### src/rtl/tdm_seq_pkg.sv
package tdm_seq_pkg;

    typedef enum logic {
        SEQ_IDLE = 1'b0,
        SEQ_RUN  = 1'b1
    } seq_state_e;

endpackage

### src/rtl/tdm_cfg_table.sv
module tdm_cfg_table #(
    parameter int N     = 4,
    parameter int K_MAX = 8,
    parameter int PW    = 2,
    parameter int KW    = 3
) (
    input  logic            clk,
    input  logic            rst_n,
    input  logic            wr_en,
    input  logic [KW-1:0]   wr_slot,
    input  logic [PW-1:0]   wr_port,
    input  logic [PW-1:0]   wr_dest,
    input  logic            wr_valid,
    input  logic [KW-1:0]   rd_slot,
    output logic [N*PW-1:0] rd_dest,
    output logic [N-1:0]    rd_en
);

    logic [PW-1:0] dest_q [K_MAX][N];
    logic [PW-1:0] dest_d [K_MAX][N];
    logic [N-1:0]  en_q   [K_MAX];
    logic [N-1:0]  en_d   [K_MAX];

    // next-state: one entry may change per cycle
    always_comb begin
        dest_d = dest_q;
        en_d   = en_q;
        if (wr_en && (int'(wr_slot) < K_MAX) && (int'(wr_port) < N)) begin
            dest_d[wr_slot][wr_port] = wr_dest;
            en_d[wr_slot][wr_port]   = wr_valid;
        end
    end

    always_ff @(posedge clk) begin
        if (!rst_n) begin
            for (int s = 0; s < K_MAX; s++) begin
                en_q[s] <= '0;
                for (int p = 0; p < N; p++) begin
                    dest_q[s][p] <= '0;
                end
            end
        end else begin
            dest_q <= dest_d;
            en_q   <= en_d;
        end
    end

    // read port: the whole row for the active slot
    for (genvar p = 0; p < N; p++) begin : g_rd
        assign rd_dest[p*PW +: PW] = dest_q[rd_slot][p];
        assign rd_en[p]            = en_q[rd_slot][p];
    end

endmodule

### src/rtl/tdm_slot_timer.sv
module tdm_slot_timer
    import tdm_seq_pkg::*;
#(
    parameter int K_MAX = 8,
    parameter int KW    = 3,
    parameter int KCW   = 4,
    parameter int LEN_W = 8
) (
    input  logic             clk,
    input  logic             rst_n,
    input  logic             start,
    input  logic             halt,
    input  logic [KCW-1:0]   act_k,
    input  logic [LEN_W-1:0] slot_len,
    output logic             running,
    output logic [KW-1:0]    slot_idx,
    output logic             slot_first
);

    typedef struct packed {
        seq_state_e       st;
        logic [KW-1:0]    slot;
        logic [LEN_W-1:0] word;
        logic [KCW-1:0]   k;
        logic [LEN_W-1:0] len;
    } timer_t;

    timer_t tm_q, tm_d;
    logic [KCW-1:0]   k_clamped;
    logic [LEN_W-1:0] len_clamped;
    logic             last_word;
    logic             last_slot;

    always_comb begin
        if (act_k == '0) begin
            k_clamped = KCW'(1);
        end else if (act_k > KCW'(K_MAX)) begin
            k_clamped = KCW'(K_MAX);
        end else begin
            k_clamped = act_k;
        end
        len_clamped = (slot_len == '0) ? LEN_W'(1) : slot_len;
        last_word   = (tm_q.word == tm_q.len - LEN_W'(1));
        last_slot   = ((KCW'(tm_q.slot) + KCW'(1)) >= tm_q.k);

        tm_d = tm_q;
        if (halt) begin
            tm_d.st = SEQ_IDLE;
        end else if (tm_q.st == SEQ_IDLE) begin
            if (start) begin
                tm_d.st   = SEQ_RUN;
                tm_d.slot = '0;
                tm_d.word = '0;
                tm_d.k    = k_clamped;
                tm_d.len  = len_clamped;
            end
        end else if (last_word) begin
            tm_d.word = '0;
            tm_d.slot = last_slot ? '0 : tm_q.slot + KW'(1);
        end else begin
            tm_d.word = tm_q.word + LEN_W'(1);
        end
    end

    always_ff @(posedge clk) begin
        if (!rst_n) begin
            tm_q <= '{st: SEQ_IDLE, slot: '0, word: '0, k: KCW'(1), len: LEN_W'(1)};
        end else begin
            tm_q <= tm_d;
        end
    end

    assign running    = (tm_q.st == SEQ_RUN);
    assign slot_idx   = tm_q.slot;
    assign slot_first = running && (tm_q.word == '0);

endmodule

### src/rtl/tdm_grant.sv
module tdm_grant #(
    parameter int N  = 4,
    parameter int PW = 2
) (
    input  logic            running,
    input  logic [N-1:0]    req_valid,
    input  logic [N*PW-1:0] req_dest,
    input  logic [N*PW-1:0] cur_dest,
    input  logic [N-1:0]    cur_en,
    output logic [N-1:0]    send_ok
);

    for (genvar p = 0; p < N; p++) begin : g_port
        logic hit;
        assign hit        = (req_dest[p*PW +: PW] == cur_dest[p*PW +: PW]);
        assign send_ok[p] = running && req_valid[p] && cur_en[p] && hit;
    end

endmodule

### src/rtl/tdm_slot_sequencer.sv
module tdm_slot_sequencer #(
    parameter int N_PORTS = 4,
    parameter int K_MAX   = 8,
    parameter int LEN_W   = 8,
    localparam int PW     = (N_PORTS > 1) ? $clog2(N_PORTS) : 1,
    localparam int KW     = (K_MAX > 1) ? $clog2(K_MAX) : 1,
    localparam int KCW    = $clog2(K_MAX + 1)
) (
    input  logic                  clk,
    input  logic                  rst_n,
    input  logic                  cfg_we,
    input  logic [KW-1:0]         cfg_slot,
    input  logic [PW-1:0]         cfg_port,
    input  logic [PW-1:0]         cfg_dest,
    input  logic                  cfg_valid,
    input  logic [KCW-1:0]        act_k,
    input  logic [LEN_W-1:0]      slot_len,
    input  logic                  start,
    input  logic                  halt,
    input  logic [N_PORTS-1:0]    req_valid,
    input  logic [N_PORTS*PW-1:0] req_dest,
    output logic                  running,
    output logic [KW-1:0]         slot_idx,
    output logic                  slot_start,
    output logic [N_PORTS*PW-1:0] xbar_dest,
    output logic [N_PORTS-1:0]    xbar_en,
    output logic [N_PORTS-1:0]    send_ok
);

    logic tbl_we;

    // the schedule is frozen while the rotation is live
    assign tbl_we = cfg_we && !running;

    tdm_cfg_table #(
        .N     (N_PORTS),
        .K_MAX (K_MAX),
        .PW    (PW),
        .KW    (KW)
    ) u_table (
        .clk      (clk),
        .rst_n    (rst_n),
        .wr_en    (tbl_we),
        .wr_slot  (cfg_slot),
        .wr_port  (cfg_port),
        .wr_dest  (cfg_dest),
        .wr_valid (cfg_valid),
        .rd_slot  (slot_idx),
        .rd_dest  (xbar_dest),
        .rd_en    (xbar_en)
    );

    tdm_slot_timer #(
        .K_MAX (K_MAX),
        .KW    (KW),
        .KCW   (KCW),
        .LEN_W (LEN_W)
    ) u_timer (
        .clk        (clk),
        .rst_n      (rst_n),
        .start      (start),
        .halt       (halt),
        .act_k      (act_k),
        .slot_len   (slot_len),
        .running    (running),
        .slot_idx   (slot_idx),
        .slot_first (slot_start)
    );

    tdm_grant #(
        .N  (N_PORTS),
        .PW (PW)
    ) u_grant (
        .running   (running),
        .req_valid (req_valid),
        .req_dest  (req_dest),
        .cur_dest  (xbar_dest),
        .cur_en    (xbar_en),
        .send_ok   (send_ok)
    );

endmodule

### config.mk
export PLATFORM = sky130hd
export DESIGN_NAME = tdm_slot_sequencer
export DESIGN_NICKNAME = d
export VERILOG_FILES = /design/src/rtl/tdm_seq_pkg.sv /design/src/rtl/tdm_cfg_table.sv /design/src/rtl/tdm_slot_timer.sv /design/src/rtl/tdm_grant.sv /design/src/rtl/tdm_slot_sequencer.sv
export SDC_FILE = /design/constraint.sdc
export NUM_CORES = 1
export LEC_CHECK = 0
export ABC_CLOCK_PERIOD_IN_PS = 3100
export BUFFER_PORTS_ARGS = -buffer_cell sky130_fd_sc_hd__buf_2
export CORE_ASPECT_RATIO = 1.4
export CORE_MARGIN = 2
export CORE_UTILIZATION = 57
export CTS_CLUSTER_SIZE = 8
export DETAILED_ROUTE_END_ITERATION = 6
export PLACE_DENSITY = 0.74
export SLEW_MARGIN = 15
export SYNTH_ARGS = -nofsm -noshare
export SYNTH_HDL_FRONTEND = slang
export SYNTH_SLANG_ARGS = --single-unit
### constraint.sdc
create_clock -name clk -period 3.1 [get_ports clk]
set_clock_uncertainty 0.15 [all_clocks]
set_input_delay 0 -clock clk [delete_from_list [all_inputs] [get_ports clk]]
set_output_delay 0 -clock clk [all_outputs]
set_load 0.02 [all_outputs]
# Word-level counts from Yosys, hierarchy flattened

Index checks and enable logic that the tools add are counted.

Register bits: 120
Output and inout port bits: 21
Word-level logic and storage cells: 121

Add/sub/neg operators: 4
$lt $le $gt $ge: 9
Equality and inequality tests: 6
Multiplexer cells: 25
Bitwise gates (word level): 6
Reduce and logical (&&, ||, !) cells: 26

Operators by type and width:

| kind                | count |
|---|---|
| $bwmux 64           | 1 |
| $mux 8              | 5 |
| $bwmux 32           | 1 |
| $bmux 8 s3          | 1 |
| $demux 8 s3         | 1 |
| $mux 24             | 1 |
| $mux 4              | 5 |
| $logic_and 1x1->1   | 17 |
| $logic_not 8->1     | 2 |
| $bmux 4 s3          | 1 |
| $demux 4 s3         | 1 |
| $mux 11             | 1 |
| $add 8x1->8 const B | 1 |
| $eq 2x2->1          | 4 |
| $eq 8x8->1          | 1 |
| $ge 4x4->1 const B  | 2 |
| $not 3->4           | 2 |
| $sub 8x1->8 const B | 1 |
| $mux 3              | 2 |
| $reduce_and 3->1    | 2 |
| $add 3x1->4 const B | 1 |
| $demux 2 s2         | 1 |
| $ge 4x4->1          | 1 |
| $gt 4x4->1 const B  | 1 |
| 17 further kinds    | 20 |

# Depth between registers and ports, before layout

Depth after elaboration: 8
Gate-level depth with buffers: 9
Depth with buffers taken out: 8

# Cells and area by module

Synthesis repeated with hierarchy kept, for this count alone.

Cell total of the unflattened synthesis: 593
Area, all modules: 5,990.7 sq um

Modules (own cells, without submodules):

| module             | times used | cells an instance | area each (sq um) |
|---|---|---|---|
| tdm_cfg_table      | 1          | 406               | 4,438.0 |
| tdm_slot_timer     | 1          | 170               | 1,428.9 |
| tdm_grant          | 1          | 16                | 110.1 |
| tdm_slot_sequencer | 1          | 1                 | 13.8 |

# Worst setup path before layout

Ideal clock, no wire load.

Path kind: register to output
Start: reg u_timer.tm_q, in the netlist u_timer.slot_idx[0]
End: out send_ok[2]
Arrival time: 2.558 ns
Data required time: 2.950 ns
Setup slack: 0.392 ns
Stages on the path, launching flop included: 8
Path buffers: 2
Cell sequence: dfxtp_1 clkbuf_1 buf_2 mux4_2 nand2_1 nand2_1 xor2_1 nor3_1

Cells in the longest elaborated chain, start to end: 6

Ends and longest elaborated chain:

| item                            | line                     | RTL |
|---|---|---|
| start: declaration              | tdm_slot_timer.sv:28     | `timer_t tm_q, tm_d;` |
| start signal: assignment        | tdm_slot_timer.sv:67     | `tm_q <= '{st: SEQ_IDLE, slot: '0, word: '0, k: KCW'(1), len: LEN_W'(1)};` |
| start signal: assignment        | tdm_slot_timer.sv:69     | `tm_q <= tm_d;` |
| $not 3->4 (implied by the code) | tdm_cfg_table.sv:50      | `assign rd_dest[p*PW +: PW] = dest_q[rd_slot][p];` |
| $bmux 8 s3                      | tdm_cfg_table.sv:50      |  |
| $mux 8 (2 in series)            | n/a                      |  |
| net xbar_dest[5]                | tdm_slot_sequencer.sv:25 | `output logic [N_PORTS*PW-1:0] xbar_dest,` |
| $eq 2x2->1                      | tdm_grant.sv:15          | `assign hit = (req_dest[p*PW +: PW] == cur_dest[p*PW +: PW]);` |
| $logic_and 1x1->1               | tdm_grant.sv:16          | `assign send_ok[p] = running && req_valid[p] && cur_en[p] && hit;` |
| end: declaration                | tdm_slot_sequencer.sv:27 | `output logic [N_PORTS-1:0] send_ok` |

The timed path passes the listed nets, and every way through them passes these cells. The select of a mux whose other input is x is not followed.

# Worst setup path after layout

Start: reg u_timer.tm_q[0] (netlist name)
End: reg u_timer.tm_q, in the netlist u_timer.slot_idx[0]

Cells in the longest elaborated chain, start to end: 4

Ends and longest elaborated chain:

| item                              | line                 | RTL |
|---|---|---|
| $sub 8x1->8                       | tdm_slot_timer.sv:43 | `last_word = (tm_q.word == tm_q.len - LEN_W'(1));` |
| $eq 8x8->1                        | tdm_slot_timer.sv:43 |  |
| $ne 2x2->1 (no source line)       | n/a                  |  |
| $reduce_and 3->1 (no source line) | n/a                  |  |

No other way between the ends.
A chain may end at the register's enable or synchronous reset.

==> results.toml <==
[pwr]
power.leakage_nw = 2.52
p_seq_share_pct = 42.4
peakVddDrop_mv = 0.352
switchingPower_mw = 0.922
combPwrFrac_pct = 7.5
sw_frac_of_total_pct = 24.8
power.density_mw_per_mm2 = 513
clkPwrFrac_pct = 50.0
p_int_mw = 2.79

[clocking]
cts_resized = 0
max-clock-path-buffers = 2
clkTransAtPathRegs_ns = 0.06
postCtsSetupBuffers = 0
cts_buffers = 17
clock_tree.root_cell = "clkbuf_16"
clk_latency_ns = 0.41
htreeDepth = 4
cts_tree = "done"
cts_sinks = 120

[critical_path]
crit_buf_inv = 1
crit_chain = "inv_1 -> ha_1 -> nor3b_1 -> a41o_1 -> nand3_1 -> a2111o_1 -> a31oi_4 -> mux2i_2"
critPathSlowestCell = "nor3b_1"
worstPathMaxFanout = 10
required_ns = 3.23
worstSetupPathType = "reg2reg"
cp_data_arrival_time_ns = 3.01
cpPeakStageDelay_ns = 0.58
startpoint_type = "register"
worstSetupEndpointType = "register"
cp_top_family = "compound AO/OA/AOI/OAI gates"

[global_routing]
overflow = 0
grt_max_degree = 100
grt_pass1_vias = 5546
track_usage_pct = 28.3
grt_antenna_before_repair = 0
grt_pass1_wl_um = 26000

[timing]
hold_viol = 0
slew_viol_final = 0
hold_ws_ns = 0.0253
fmaxAchievable_ghz = 0.347
tns_ns = 0
period_needed_ns = 2.88
timing.final.ws_setup_ns = 0.218
worstMarginPinSlew_ns = 0.838
slew_headroom_pct = 44.2
setup_viol = 0
rsz0062_at_grt = "no"
post-route-period-util_pct = 93.0

[worst_hold_path]
hold_path_class = "in2reg"

[die]
die_y_um = 127
core_area_mm2 = 0.0108
dieArea_mm2 = 0.0118
initial_core_util_pct = 57.7
num_rows = 45
io_pins = 58
die_width_um = 92.2

[routing]
via_per_inst = 5.92
first_pass_iters = 5
first_iter_violations = 374
postRouteAntennaNets = 0
via_count = 5502
drt_wl_total_um = 16500
route.detailed.drc = 0
wl_per_cell_um = 17.7

[layout]
drive_gt1_share_pct = 17.4
n_antenna_cell = 0
area_delta_synth_final_pct = 16.8
fillCellCount = 846
layout_commonest_cell = "nand2_1"
final_cell_mix = "170 x nand2_1, 119 x dfxtp_1, 97 x a21boi_0"
layout.nets = 820
fin_area_mm2 = 0.00725

[synthesis]
synth.lib_cells_used.distinct = 49
ys_seq_area_share_pct = 38.7
synth.net_count = 779
synth_warnings = 0
synthesis.area_mm2 = 0.00621
post_synth_inst_count = 734
syn_avg_cell_area_um2 = 8.46
synth-seq-cells = 120

[placement]
placed_cell_area_mm2 = 0.00652
io_buffers = 57
dp_slack_ns = 0.264
dp_hpwl_um = 10800
gp_congestion = 0.961

[run]
drv_cap = 0

[outcome]
run_status = "finished clean"
[final cells by class]
cell class | instances | area, µm² | share of cell area, %
Multi-Input combinational cell | 540 | 3520 | 48.6
Sequential cell | 120 | 2400 | 33.2
Timing Repair Buffer | 86 | 543 | 7.49
Clock buffer | 18 | 439 | 6.06
Tap cell | 141 | 176 | 2.43
Clock inverter | 14 | 128 | 1.76
Inverter | 10 | 37.5 | 0.518
[per-stage QoR]
step | utilization [%] | power [mW] | cells
after CTS | 67.4 | 3.72 | 929
after floorplan | - | 1.79 | 734
after global routing | 67.4 | 3.81 | 929
final | 67.4 | 3.72 | 929
after detailed placement | 60.6 | 1.87 | 881
after global placement | 60.6 | 1.86 | 881
[final timing paths]
check / to / cells after the start / start / slack, ns
max reg2reg: u_timer.slot_idx[0]$_SDFFE_PN0P_ / 8 / u_timer.tm_q[0]$_SDFFE_PN1P_ / 0.22
min: u_table.en_q[0]$_SDFFE_PN0P_ / 3 / cfg_valid / 0.03
min reg2reg: u_table.dest_q[50]$_SDFFE_PN0P_ / 2 / u_table.dest_q[50]$_SDFFE_PN0P_ / 0.32
max: u_timer.slot_idx[0]$_SDFFE_PN0P_ / 8 / u_timer.tm_q[0]$_SDFFE_PN1P_ / 0.22
[synth_stat cells (all sizes together)]
library cell / number / area (µm²)
a2111o: 1 / 11.3
a2111oi: 2 / 36.3
a211oi: 2 / 15.0
a21boi: 98 / 736
a21o: 2 / 15.0
a31oi: 3 / 33.8
a32oi: 1 / 8.76
a41o: 1 / 10.0
and2: 3 / 18.8
and3: 2 / 12.5
buf: 8 / 52.5
clkbuf: 56 / 210
dfxtp: 120 / 2400
ha: 8 / 100
inv: 10 / 37.5
mux2i: 11 / 114
mux4: 24 / 541
nand2: 170 / 638
nand2b: 3 / 26.3
nand3: 59 / 295
nand3b: 8 / 60.1
nand4: 1 / 6.26
nand4b: 1 / 8.76
nor2: 30 / 113
nor2b: 10 / 62.6
nor3: 8 / 40.0
nor3b: 5 / 37.5
nor4: 4 / 25.0
o2111ai: 1 / 8.76
o211ai: 2 / 15.0
o21ai: 45 / 225
o32ai: 1 / 8.76
or2: 2 / 12.5
or3: 4 / 25.0
or3b: 1 / 8.76
or4: 3 / 26.3
xnor2: 11 / 96.3
xor2: 13 / 114
[logic make-up after synthesis]
kind of cell / Yosys count / share of synthesized area (%)
simple gates: 314 / 22.8
compound gates: 159 / 18.1
flops: 120 / 38.7
buf+inv: 74 / 4.84
mux: 35 / 10.5
xor+xnor: 24 / 3.39
fa+ha+maj: 8 / 1.61
[power groups by stage]
stage               logic (mW)  clock network, mW  registers, mW
floorplan                0.184                  0           1.60
global placement         0.250                  0           1.61
detailed placement       0.258                  0           1.61
CTS                      0.275               1.87           1.58
global route             0.300               1.93           1.58
finish                   0.280               1.86           1.58
[routing by layer]
metal / vias up / wire length [µm] / share of wire [%] / global-route usage, %
li1: 2611 / - / - / -
met1: 2632 / 6400 / 39 / 30.4
met2: 212 / 8740 / 53 / 52.5
met3: 47 / 856 / 5.2 / 5.60
met4: 0 / 499 / 3.0 / 13.9
met5: - / 0 / 0 / 0
[registers in the layout, indices dropped and copies added, names as in the netlist]
signal            count
u_table.dest_q       64
u_timer.running       1
u_timer.slot_idx      3
u_timer.tm_q         20
u_table.en_q         32
[timing repair]
| action | CTS | global route |
|---|---|---|
| endpoints found under the hold margin | 31 | 0 |
| setup endpoints to repair | 0 | 0 |
| hold buffers | 16 | 0 |
[worst reg2reg max path, stage by stage (launching register included)]
cell and delay, ns:
dfxtp_1 0.37, inv_1 0.10, ha_1 0.20, nor3b_1 0.58, a41o_1 0.25, nand3_1 0.08
a2111o_1 0.57, a31oi_4 0.33, mux2i_2 0.11
Note: power is estimated with default switching activity, not from simulation.
